**src/rtl/llsc_pkg.sv**
```systemverilog
package llsc_pkg;

  typedef enum logic [1:0] {
    OP_LOAD  = 2'b00,
    OP_STORE = 2'b01,
    OP_LL    = 2'b10,
    OP_SC    = 2'b11
  } llsc_op_e;

  typedef enum logic [2:0] {
    ST_IDLE,
    ST_RD_REQ,
    ST_RD_WAIT,
    ST_WR_REQ,
    ST_SC_REQ,
    ST_RESP
  } llsc_state_e;

endpackage

```
**src/rtl/llsc_addr_match.sv**
```systemverilog
module llsc_addr_match #(
  parameter int ADDR_W = 32,
  parameter int OFF_W  = 2
) (
  input  logic              probe_en,
  input  logic [ADDR_W-1:0] probe_addr,
  input  logic              resv_valid,
  input  logic [ADDR_W-1:0] resv_word,
  output logic              hit
);

  // word index of a byte address
  function automatic logic [ADDR_W-1:0] word_of(input logic [ADDR_W-1:0] a);
    return a >> OFF_W;
  endfunction

  assign hit = probe_en && resv_valid && (word_of(probe_addr) == resv_word);

endmodule

```
**src/rtl/llsc_resv_reg.sv**
```systemverilog
module llsc_resv_reg #(
  parameter int ADDR_W = 32
) (
  input  logic              clk,
  input  logic              rst_n,
  input  logic              set_i,
  input  logic [ADDR_W-1:0] set_word_i,
  input  logic              clr_i,
  input  logic              kill_i,
  output logic              valid_o,
  output logic [ADDR_W-1:0] word_o
);

  always_ff @(posedge clk) begin
    if (!rst_n) begin
      valid_o <= 1'b0;
      word_o  <= '0;
    end else if (set_i) begin
      valid_o <= 1'b1;
      word_o  <= set_word_i;
    end else if (clr_i || kill_i) begin
      valid_o <= 1'b0;
    end
  end

  AST_RESV_SET: assert property (@(posedge clk) disable iff (!rst_n)
    set_i |=> (valid_o && word_o == $past(set_word_i)));
  AST_RESV_KILL: assert property (@(posedge clk) disable iff (!rst_n)
    (kill_i && !set_i) |=> !valid_o);
  AST_RESV_CLEAR: assert property (@(posedge clk) disable iff (!rst_n)
    (clr_i && !set_i) |=> !valid_o);
  AST_RESV_KEEP: assert property (@(posedge clk) disable iff (!rst_n)
    (valid_o && !set_i && !clr_i && !kill_i) |=> (valid_o && $stable(word_o)));

endmodule

```
**src/rtl/llsc_req_fsm.sv**
```systemverilog
module llsc_req_fsm
  import llsc_pkg::*;
#(
  parameter int ADDR_W = 32,
  parameter int DATA_W = 32,
  parameter int OFF_W  = 2
) (
  input  logic              clk,
  input  logic              rst_n,
  input  logic              cpu_req_valid,
  input  logic [1:0]        cpu_req_op,
  input  logic [ADDR_W-1:0] cpu_req_addr,
  input  logic [DATA_W-1:0] cpu_req_wdata,
  output logic              cpu_req_ready,
  output logic              cpu_rsp_valid,
  output logic [DATA_W-1:0] cpu_rsp_data,
  output logic              mem_req_valid,
  output logic              mem_req_write,
  output logic [ADDR_W-1:0] mem_req_addr,
  output logic [DATA_W-1:0] mem_req_wdata,
  input  logic              mem_req_grant,
  input  logic              mem_rsp_valid,
  input  logic [DATA_W-1:0] mem_rsp_rdata,
  input  logic              cpu_match,
  input  logic              resv_live,
  output logic              resv_set,
  output logic [ADDR_W-1:0] resv_set_word,
  output logic              resv_clr,
  output logic              sc_pending,
  output logic              sc_win,
  output logic              rsp_is_sc
);

  llsc_state_e       state_q, state_d;
  llsc_op_e          op_q;
  logic [ADDR_W-1:0] addr_q;
  logic [DATA_W-1:0] wdata_q;
  logic [DATA_W-1:0] rsp_q;
  logic              accept;
  logic              sc_miss_now;
  logic              sc_lose;

  assign accept      = (state_q == ST_IDLE) && cpu_req_valid;
  assign sc_miss_now = accept && (llsc_op_e'(cpu_req_op) == OP_SC) && !cpu_match;
  assign sc_pending  = (state_q == ST_SC_REQ);
  assign sc_win      = sc_pending && resv_live && mem_req_grant;
  assign sc_lose     = sc_pending && !resv_live;

  always_comb begin
    state_d = state_q;
    unique case (state_q)
      ST_IDLE: if (cpu_req_valid) begin
        unique case (llsc_op_e'(cpu_req_op))
          OP_LOAD, OP_LL: state_d = ST_RD_REQ;
          OP_STORE:       state_d = ST_WR_REQ;
          OP_SC:          state_d = cpu_match ? ST_SC_REQ : ST_RESP;
          default:        state_d = ST_IDLE;
        endcase
      end
      ST_RD_REQ:  if (mem_req_grant) state_d = ST_RD_WAIT;
      ST_RD_WAIT: if (mem_rsp_valid) state_d = ST_RESP;
      ST_WR_REQ:  if (mem_req_grant) state_d = ST_RESP;
      ST_SC_REQ:  if (!resv_live || mem_req_grant) state_d = ST_RESP;
      ST_RESP:    state_d = ST_IDLE;
      default:    state_d = ST_IDLE;
    endcase
  end

  always_ff @(posedge clk) begin
    if (!rst_n) begin
      state_q <= ST_IDLE;
      op_q    <= OP_LOAD;
      addr_q  <= '0;
      wdata_q <= '0;
      rsp_q   <= '0;
    end else begin
      state_q <= state_d;
      if (accept) begin
        op_q    <= llsc_op_e'(cpu_req_op);
        addr_q  <= cpu_req_addr;
        wdata_q <= cpu_req_wdata;
      end
      if (sc_miss_now || sc_lose || (state_q == ST_WR_REQ && mem_req_grant)) begin
        rsp_q <= '0;
      end else if (sc_win) begin
        rsp_q <= {{(DATA_W-1){1'b0}}, 1'b1};
      end else if (state_q == ST_RD_WAIT && mem_rsp_valid) begin
        rsp_q <= mem_rsp_rdata;
      end
    end
  end

  assign cpu_req_ready = (state_q == ST_IDLE);
  assign cpu_rsp_valid = (state_q == ST_RESP);
  assign cpu_rsp_data  = rsp_q;
  assign rsp_is_sc     = (op_q == OP_SC);

  assign mem_req_valid = (state_q == ST_RD_REQ) || (state_q == ST_WR_REQ) ||
                         (sc_pending && resv_live);
  assign mem_req_write = (state_q == ST_WR_REQ) || sc_pending;
  assign mem_req_addr  = addr_q;
  assign mem_req_wdata = wdata_q;

  assign resv_set      = (state_q == ST_RD_REQ) && mem_req_grant && (op_q == OP_LL);
  assign resv_set_word = addr_q >> OFF_W;
  assign resv_clr      = sc_win || sc_miss_now;

  AST_IDLE_NO_MEM: assert property (@(posedge clk) disable iff (!rst_n)
    cpu_req_ready |-> !mem_req_valid);
  AST_RSP_PULSE: assert property (@(posedge clk) disable iff (!rst_n)
    cpu_rsp_valid |=> (!cpu_rsp_valid && cpu_req_ready));
  AST_LOAD_NO_RESV: assert property (@(posedge clk) disable iff (!rst_n)
    (op_q == OP_LOAD) |-> !resv_set);

endmodule

```
**src/rtl/llsc_reservation_unit.sv**
```systemverilog
module llsc_reservation_unit #(
  parameter int ADDR_W = 32,
  parameter int DATA_W = 32
) (
  input  logic              clk,
  input  logic              rst_n,
  input  logic              cpu_req_valid,
  input  logic [1:0]        cpu_req_op,
  input  logic [ADDR_W-1:0] cpu_req_addr,
  input  logic [DATA_W-1:0] cpu_req_wdata,
  output logic              cpu_req_ready,
  output logic              cpu_rsp_valid,
  output logic [DATA_W-1:0] cpu_rsp_data,
  output logic              mem_req_valid,
  output logic              mem_req_write,
  output logic [ADDR_W-1:0] mem_req_addr,
  output logic [DATA_W-1:0] mem_req_wdata,
  input  logic              mem_req_grant,
  input  logic              mem_rsp_valid,
  input  logic [DATA_W-1:0] mem_rsp_rdata,
  input  logic              snp_valid,
  input  logic [ADDR_W-1:0] snp_addr
);

  localparam int OFF_W   = $clog2(DATA_W / 8);
  localparam int N_PROBE = 2;   // probe 0: snoop port, probe 1: processor port

  logic              resv_valid;
  logic [ADDR_W-1:0] resv_word;
  logic              resv_set;
  logic [ADDR_W-1:0] resv_set_word;
  logic              resv_clr;
  logic              snoop_kill;
  logic              cpu_match;
  logic              resv_live;
  logic              sc_pending;
  logic              sc_win;
  logic              rsp_is_sc;

  logic              probe_en   [N_PROBE];
  logic [ADDR_W-1:0] probe_addr [N_PROBE];
  logic              probe_hit  [N_PROBE];

  assign probe_en[0]   = snp_valid;
  assign probe_addr[0] = snp_addr;
  assign probe_en[1]   = 1'b1;
  assign probe_addr[1] = cpu_req_addr;

  for (genvar g = 0; g < N_PROBE; g++) begin : g_probe
    llsc_addr_match #(.ADDR_W(ADDR_W), .OFF_W(OFF_W)) u_match (
      .probe_en   (probe_en[g]),
      .probe_addr (probe_addr[g]),
      .resv_valid (resv_valid),
      .resv_word  (resv_word),
      .hit        (probe_hit[g])
    );
  end

  assign snoop_kill = probe_hit[0];
  assign cpu_match  = probe_hit[1];
  // a remote write seen this cycle is ordered before any local grant
  assign resv_live  = resv_valid && !snoop_kill;

  llsc_resv_reg #(.ADDR_W(ADDR_W)) u_resv (
    .clk        (clk),
    .rst_n      (rst_n),
    .set_i      (resv_set),
    .set_word_i (resv_set_word),
    .clr_i      (resv_clr),
    .kill_i     (snoop_kill),
    .valid_o    (resv_valid),
    .word_o     (resv_word)
  );

  llsc_req_fsm #(.ADDR_W(ADDR_W), .DATA_W(DATA_W), .OFF_W(OFF_W)) u_fsm (
    .clk           (clk),
    .rst_n         (rst_n),
    .cpu_req_valid (cpu_req_valid),
    .cpu_req_op    (cpu_req_op),
    .cpu_req_addr  (cpu_req_addr),
    .cpu_req_wdata (cpu_req_wdata),
    .cpu_req_ready (cpu_req_ready),
    .cpu_rsp_valid (cpu_rsp_valid),
    .cpu_rsp_data  (cpu_rsp_data),
    .mem_req_valid (mem_req_valid),
    .mem_req_write (mem_req_write),
    .mem_req_addr  (mem_req_addr),
    .mem_req_wdata (mem_req_wdata),
    .mem_req_grant (mem_req_grant),
    .mem_rsp_valid (mem_rsp_valid),
    .mem_rsp_rdata (mem_rsp_rdata),
    .cpu_match     (cpu_match),
    .resv_live     (resv_live),
    .resv_set      (resv_set),
    .resv_set_word (resv_set_word),
    .resv_clr      (resv_clr),
    .sc_pending    (sc_pending),
    .sc_win        (sc_win),
    .rsp_is_sc     (rsp_is_sc)
  );

  AST_SC_WIN_RESULT: assert property (@(posedge clk) disable iff (!rst_n)
    sc_win |=> (cpu_rsp_valid && cpu_rsp_data == DATA_W'(1) && !resv_valid));
  AST_SC_RSP_FLAG: assert property (@(posedge clk) disable iff (!rst_n)
    (cpu_rsp_valid && rsp_is_sc) |-> (cpu_rsp_data[DATA_W-1:1] == '0));
  AST_RACE_NO_WRITE: assert property (@(posedge clk) disable iff (!rst_n)
    (sc_pending && snoop_kill) |-> !mem_req_valid);
  AST_SC_WRITE_RESERVED: assert property (@(posedge clk) disable iff (!rst_n)
    (sc_pending && mem_req_valid) |-> (resv_valid && (mem_req_addr >> OFF_W) == resv_word));
  AST_RESET_EMPTY: assert property (@(posedge clk)
    $past(!rst_n) |-> (!resv_valid && cpu_req_ready && !cpu_rsp_valid));

endmodule

```
**config.mk**
```make
export PLATFORM = sky130hd
export DESIGN_NAME = llsc_reservation_unit
export DESIGN_NICKNAME = d
export VERILOG_FILES = /design/src/rtl/llsc_pkg.sv /design/src/rtl/llsc_addr_match.sv /design/src/rtl/llsc_resv_reg.sv /design/src/rtl/llsc_req_fsm.sv /design/src/rtl/llsc_reservation_unit.sv
export SDC_FILE = /design/constraint.sdc
export NUM_CORES = 1
export LEC_CHECK = 0
export BUFFER_PORTS_ARGS = -buffer_cell sky130_fd_sc_hd__buf_4
export CAP_MARGIN = 40
export CORE_MARGIN = 2
export CORE_UTILIZATION = 30
export CTS_BUF_LIST = sky130_fd_sc_hd__clkbuf_16
export DETAILED_ROUTE_END_ITERATION = 8
export GPL_TIMING_DRIVEN = 1
export PLACE_DENSITY_LB_ADDON = 0.25
export SYNTH_ARGS = -nofsm -noshare
export SYNTH_HDL_FRONTEND = slang
export SYNTH_SLANG_ARGS = --single-unit
```
**constraint.sdc**
```tcl
create_clock -name clk -period 2.3 [get_ports clk]
set_input_delay 0.115 -clock clk [delete_from_list [all_inputs] [get_ports clk]]
set_output_delay 0.115 -clock clk [all_outputs]
set_load 0.02 [all_outputs]
```
[Word-level counts from Yosys, hierarchy flattened]
Cells that the tools add are included.
Storage, ports and cells
  register bits: 132
  bits of input ports: 136
  output and inout port bits: 100
  logic and storage cells: 70
Operators by class
  eq/ne operators: 16
  mux-type cells: 12
  bitwise gates (word level): 1
  reductions and logical operators: 33
Operators by type and width (count)
  30-bit == test: 2
  3-bit 2-to-1 mux: 5
  3-bit case mux with 5 select lines: 1
  1-bit logical AND: 14
  2-bit inequality test, second input constant: 5
  3-bit case mux with 3 select lines: 1
  1-bit logical OR: 8
  2-bit == test, second input constant: 3
  3-bit by 2-bit == test with 1-bit output, second input constant: 2
  3-bit == test, second input constant: 2
  1-bit 2-to-1 mux: 5
  5-bit AND reduction: 1
  2-bit nonzero test: 2
  2-bit OR reduction: 2
  3-bit by 1-bit == test with 1-bit output, second input constant: 1
  1-bit logical NOT: 3
  3-bit logical NOT: 1
  3-bit OR reduction: 1
  2-bit by 1-bit == test with 1-bit output, second input constant: 1
  2-bit logical NOT: 1
  1-bit inverter: 1

[Depth between registers and ports, before layout]
  depth after elaboration: 10
  mapped depth: 8
  gate-level depth less buffers: 5

[By module]
From an unflattened synthesis, not the netlist that was laid out.
Unflattened totals
  cell total of the unflattened synthesis: 701
  area total of the unflattened synthesis: 6099.6 sq um
By module, submodules not included
  llsc_req_fsm: times used 1, cells each 509, area an instance 4110.2 sq um, seq. area each 2021.9 sq um
  llsc_resv_reg: times used 1, cells each 106, area an instance 1278.7 sq um, seq. area each 660.6 sq um
  llsc_addr_match: times used 2, cells each 42, area an instance 346.6 sq um, seq. area each 0.0 sq um
  llsc_reservation_unit: times used 1, cells each 2, area an instance 17.5 sq um, seq. area each 0.0 sq um

[Least setup slack after synthesis]
OpenSTA, ideal clock, no wires.
  kind: register -> register
  start point: register u_resv.word_o[15]
  end point: register u_fsm.rsp_q[10] (netlist: u_fsm.cpu_rsp_data[10])
  setup time: 0.144 ns
  data arrival time: 1.551 ns
  required time: 2.156 ns
  slack: 0.605 ns
  cell stages (with the launch flop): 7
  buffers on the path: 1
  period minus slack after synthesis: 1.695 ns
  path through: dfxtp_1 > xnor2_1 > nand4_1 > or4_4 > o21ai_4 > buf_6 > a211oi_1
On the way
  cells in the longest elaborated chain, start to end: 9
  elaborated cells between the ends (all ways): 15
  those cells by class: eq/ne (2); reduce/logical (13)
Ends and longest elaborated chain
  start, declared: line llsc_resv_reg.sv:11  | output logic [ADDR_W-1:0] word_o
  start signal, assigned: line llsc_resv_reg.sv:20  | word_o <= set_word_i;
  30-bit == test: line llsc_addr_match.sv:17  | assign hit = probe_en && resv_valid && (word_of(probe_addr) == resv_word);
  1-bit logical AND: line llsc_addr_match.sv:17
  1-bit logical NOT: line llsc_reservation_unit.sv:62  | assign resv_live = resv_valid && !snoop_kill;
  1-bit logical AND: line llsc_reservation_unit.sv:62
  1-bit logical NOT: line llsc_req_fsm.sv:47  | assign sc_lose = sc_pending && !resv_live;
  1-bit logical AND: line llsc_req_fsm.sv:47
  1-bit logical OR (2 in series): line llsc_req_fsm.sv:83  | if (sc_miss_now || sc_lose || (state_q == ST_WR_REQ && mem_req_grant)) begin
  3-bit OR reduction (no source line) (*)
  end signal, assigned: line llsc_req_fsm.sv:86  | rsp_q <= {{(DATA_W-1){1'b0}}, 1'b1};
  end signal, assigned: line llsc_req_fsm.sv:88  | rsp_q <= mem_rsp_rdata;
  end, declared: line llsc_req_fsm.sv:38  | logic [DATA_W-1:0] rsp_q;
Mark *: on every way between the ends. The rest lies on a longest branch, timed or not.
A chain may end at the register's enable or synchronous reset.

[Worst setup path after layout]
  start point: register u_resv.word_o[20]
  end point: output port mem_req_valid
On the way
  cells in the longest elaborated chain, start to end: 6
Ends and longest elaborated chain
  30-bit == test: line llsc_addr_match.sv:17
  1-bit logical AND: line llsc_addr_match.sv:17
  1-bit logical NOT: line llsc_reservation_unit.sv:62
  1-bit logical AND: line llsc_reservation_unit.sv:62
  1-bit logical AND: line llsc_req_fsm.sv:99  | (sc_pending && resv_live);
  1-bit logical OR: line llsc_req_fsm.sv:98  | assign mem_req_valid = (state_q == ST_RD_REQ) || (state_q == ST_WR_REQ) ||
  end, declared: line llsc_reservation_unit.sv:14  | output logic mem_req_valid,
Every way passes these cells.

==> results.sh <==
export IMPL_run_status="completed"
export IMPL_yosysWarnings=0
export IMPL_netlist_instances=693
export IMPL_multi_input_area_um2=2970
export IMPL_area_delta_synth_final_pct=57.6
export IMPL_antenna_found_initial=0
export IMPL_total_power_mw=7.12
export IMPL_final_cell_mix="buf_4 (242), nand2_1 (228), dfxtp_1 (130)"
export IMPL_seq_area_frac_synth_pct=45.8
export IMPL_syn_num_nets=829
export IMPL_insertion_delay_ns=0.41
export IMPL_ant_nets=0
export IMPL_vias=5685
export IMPL_synthesis_area_um2=5770
export IMPL_dieArea_um2=20400
export IMPL_start_util_pct=30.8
export IMPL_die_h_um=143
export IMPL_portBuffers=233
export IMPL_p_switching_mw=2.27
export IMPL_syn_area_per_cell_um2=8.33
export IMPL_post_route_min_period_ns=2.23
export IMPL_cp_end_kind="output pin"
export IMPL_grt_remaining_overflow=0
export IMPL_htreeDepth=4
export IMPL_use_met3_pct=6.10
export IMPL_num_rows=50
export IMPL_use_met2_pct=28.6
export IMPL_fill_cells=1813
export IMPL_fin_crit_sh_pct=97.0
export IMPL_ios=236
export IMPL_setup_viol=0
export IMPL_ir_drop_mv=0.499
export IMPL_drc=0
export IMPL_maxCapViolations=0
export IMPL_use_met1_pct=22.8
export IMPL_clkPwrFrac_pct=35.3
export IMPL_switching_share_pct=31.9
export IMPL_fin_nets=1115
export IMPL_clock_sinks=132
export IMPL_synth_edf_count=0
export IMPL_cts_tree="done"
export IMPL_regArea_um2=2650
export IMPL_clk_pin_slew_ns=0.06
export IMPL_critPathLaunchType="register"
export IMPL_arrival_ns=2.12
export IMPL_critical_path_required_ns=2.18
export IMPL_crit_type="reg -> out"
export IMPL_wl_per_cell_um=15.2
export IMPL_globalplace_congestion=0.786
export IMPL_intPower_mw=4.84
export IMPL_grt_pass1_vias=5417
export IMPL_p_per_area_nw_per_um2=782
export IMPL_die_x_um=143
export IMPL_grt_max_degree=100
export IMPL_totalWireLength_um=18600
export IMPL_fin_tns_setup_ns=0
export IMPL_dp_hpwl_um=13000
export IMPL_antennaDiodeCount=0
export IMPL_drt_iter0_drc=204
export IMPL_ys_types=41
export IMPL_clock_root_buffer="clkbuf_16"
export IMPL_final_common_cell="buf_4"
export IMPL_power_frac_comb_pct=27.2
export IMPL_top_usage_layer="met2"
export IMPL_drive_gt1_share_pct=33.8
export IMPL_grt_pass1_wl_um=28600
export IMPL_synth_seq_cells=132
export IMPL_via_per_inst=4.64
export IMPL_clock_skew_ns=0.00714
export IMPL_critPathMaxFanout=3
export IMPL_cts_buffers=17
export IMPL_hold_violations=0
export IMPL_core_region_area_um2=18800
export IMPL_fmax_mhz=448
export IMPL_rsz0062_at_grt="no"
export IMPL_synth_ff_type="dfxtp_1"
export IMPL_ys_async_sr_fraction_pct=0
export IMPL_maxSlewViolCount=0
export IMPL_cts_buffer_depth=2
export IMPL_max_slew_worst_pin_slew_ns=0.480
export IMPL_maxSlewHeadroom_pct=67.7
export IMPL_grtUsageTotal_pct=18.0
export IMPL_total_leakage_power_nw=3.76
export IMPL_drt_pass1_iterations=4
export IMPL_hold_class="in -> reg"
export IMPL_p_seq_share_pct=37.5
## synth_stat cells (all sizes together), types with 5 or more instances
master,number,share of area (%)
a211oi,32,4.7
a21oi,99,8.6
buf,21,2.1
clkbuf,28,1.8
dfxtp,132,46
inv,5,0.32
mux2,31,6.0
nand2,229,15
nand4,12,1.3
nor2,7,0.46
nor4,7,0.98
xnor2,44,6.7
xor2,16,2.4
## metrics by stage
| step | instance area [µm²] | setup WS, ns | cells | utilization (%) | hold WS, ns |
|---|---|---|---|---|---|
| after floorplan | 5770 | 0.605 | 693 | - | 0.233 |
| after global placement | 7810 | 0.357 | 1126 | 41.6 | 0.362 |
| after detailed placement | 7810 | 0.364 | 1126 | 41.6 | 0.368 |
| after CTS | 9040 | 0.0113 | 1225 | 48.2 | 0.0878 |
| after global routing | 9100 | 0.00630 | 1225 | 48.5 | 0.123 |
| final | 9100 | 0.0688 | 1225 | 48.5 | 0.113 |
## repair_timing
item	in CTS	in global routing
hold buffers	67	0
setup buffers	1	0
pin swaps	3	1
endpoints found under the setup margin	1	1
endpoints found under the hold margin	67	0
resized for setup	2	9
## cell families (layout without fill, tap and decap cells)
logic type / count (synthesis) / count (layout) / share of synthesized area, %
compound gates: 144 / 144 / 15.1
xor+xnor: 60 / 60 / 9.10
buf+inv: 54 / 352 / 4.29
flops: 132 / 132 / 45.8
mux: 32 / 32 / 6.22
simple gates: 271 / 271 / 19.5
## metal layers
layer	wire (µm)	part of all wire, %
met5	0	0
met4	343	1.8
met3	1410	7.6
met2	8620	46
met1	8210	44
## registers in the layout, summed over array words and instances, names as in the netlist
register / count
u_fsm.cpu_rsp_data: 32
u_fsm.mem_req_addr: 32
u_fsm.mem_req_wdata: 32
u_resv.word_o: 30
u_fsm.state_q: 3
u_fsm.op_q: 2
u_resv.valid_o: 1
## final timing paths
kind                                              start                       to  slack (ns)  cells after the start
worst max-delay path                  u_resv.word_o[20]            mem_req_valid        0.07                      6
worst min-delay path                      cpu_req_valid         u_fsm.state_q[0]        0.11                      4
worst max register to register        u_resv.word_o[13]   u_fsm.cpu_rsp_data[27]        0.39                      6
worst min register to register  u_fsm.mem_req_wdata[16]  u_fsm.mem_req_wdata[16]        0.45                      2
## layout make-up
type / count / area share, %
Timing Repair Buffer: 316 / 28.9
Multi-Input combinational cell: 507 / 32.7
Clock buffer: 17 / 4.68
Tap cell: 234 / 3.22
Clock inverter: 14 / 1.28
Sequential cell: 132 / 29.1
Inverter: 5 / 0.220
## power groups by stage
stage | logic, mW | registers, mW | clock network (mW)
after CTS | 1.95 | 2.67 | 2.60
after floorplan | 0.807 | 2.91 | 0
final | 1.93 | 2.67 | 2.51
after global placement | 1.85 | 2.71 | 0
after global routing | 2.11 | 2.70 | 2.69
after detailed placement | 1.86 | 2.72 | 0
## critical path, cell delays in order (launching register included)
cell and delay [ns]:
dfxtp_1 0.42, xnor2_2 0.14, nand4_1 0.10, or4_4 0.59
nor2_2 0.15, o22ai_1 0.11, buf_4 0.18
Note: power is estimated with default switching activity, not from simulation.
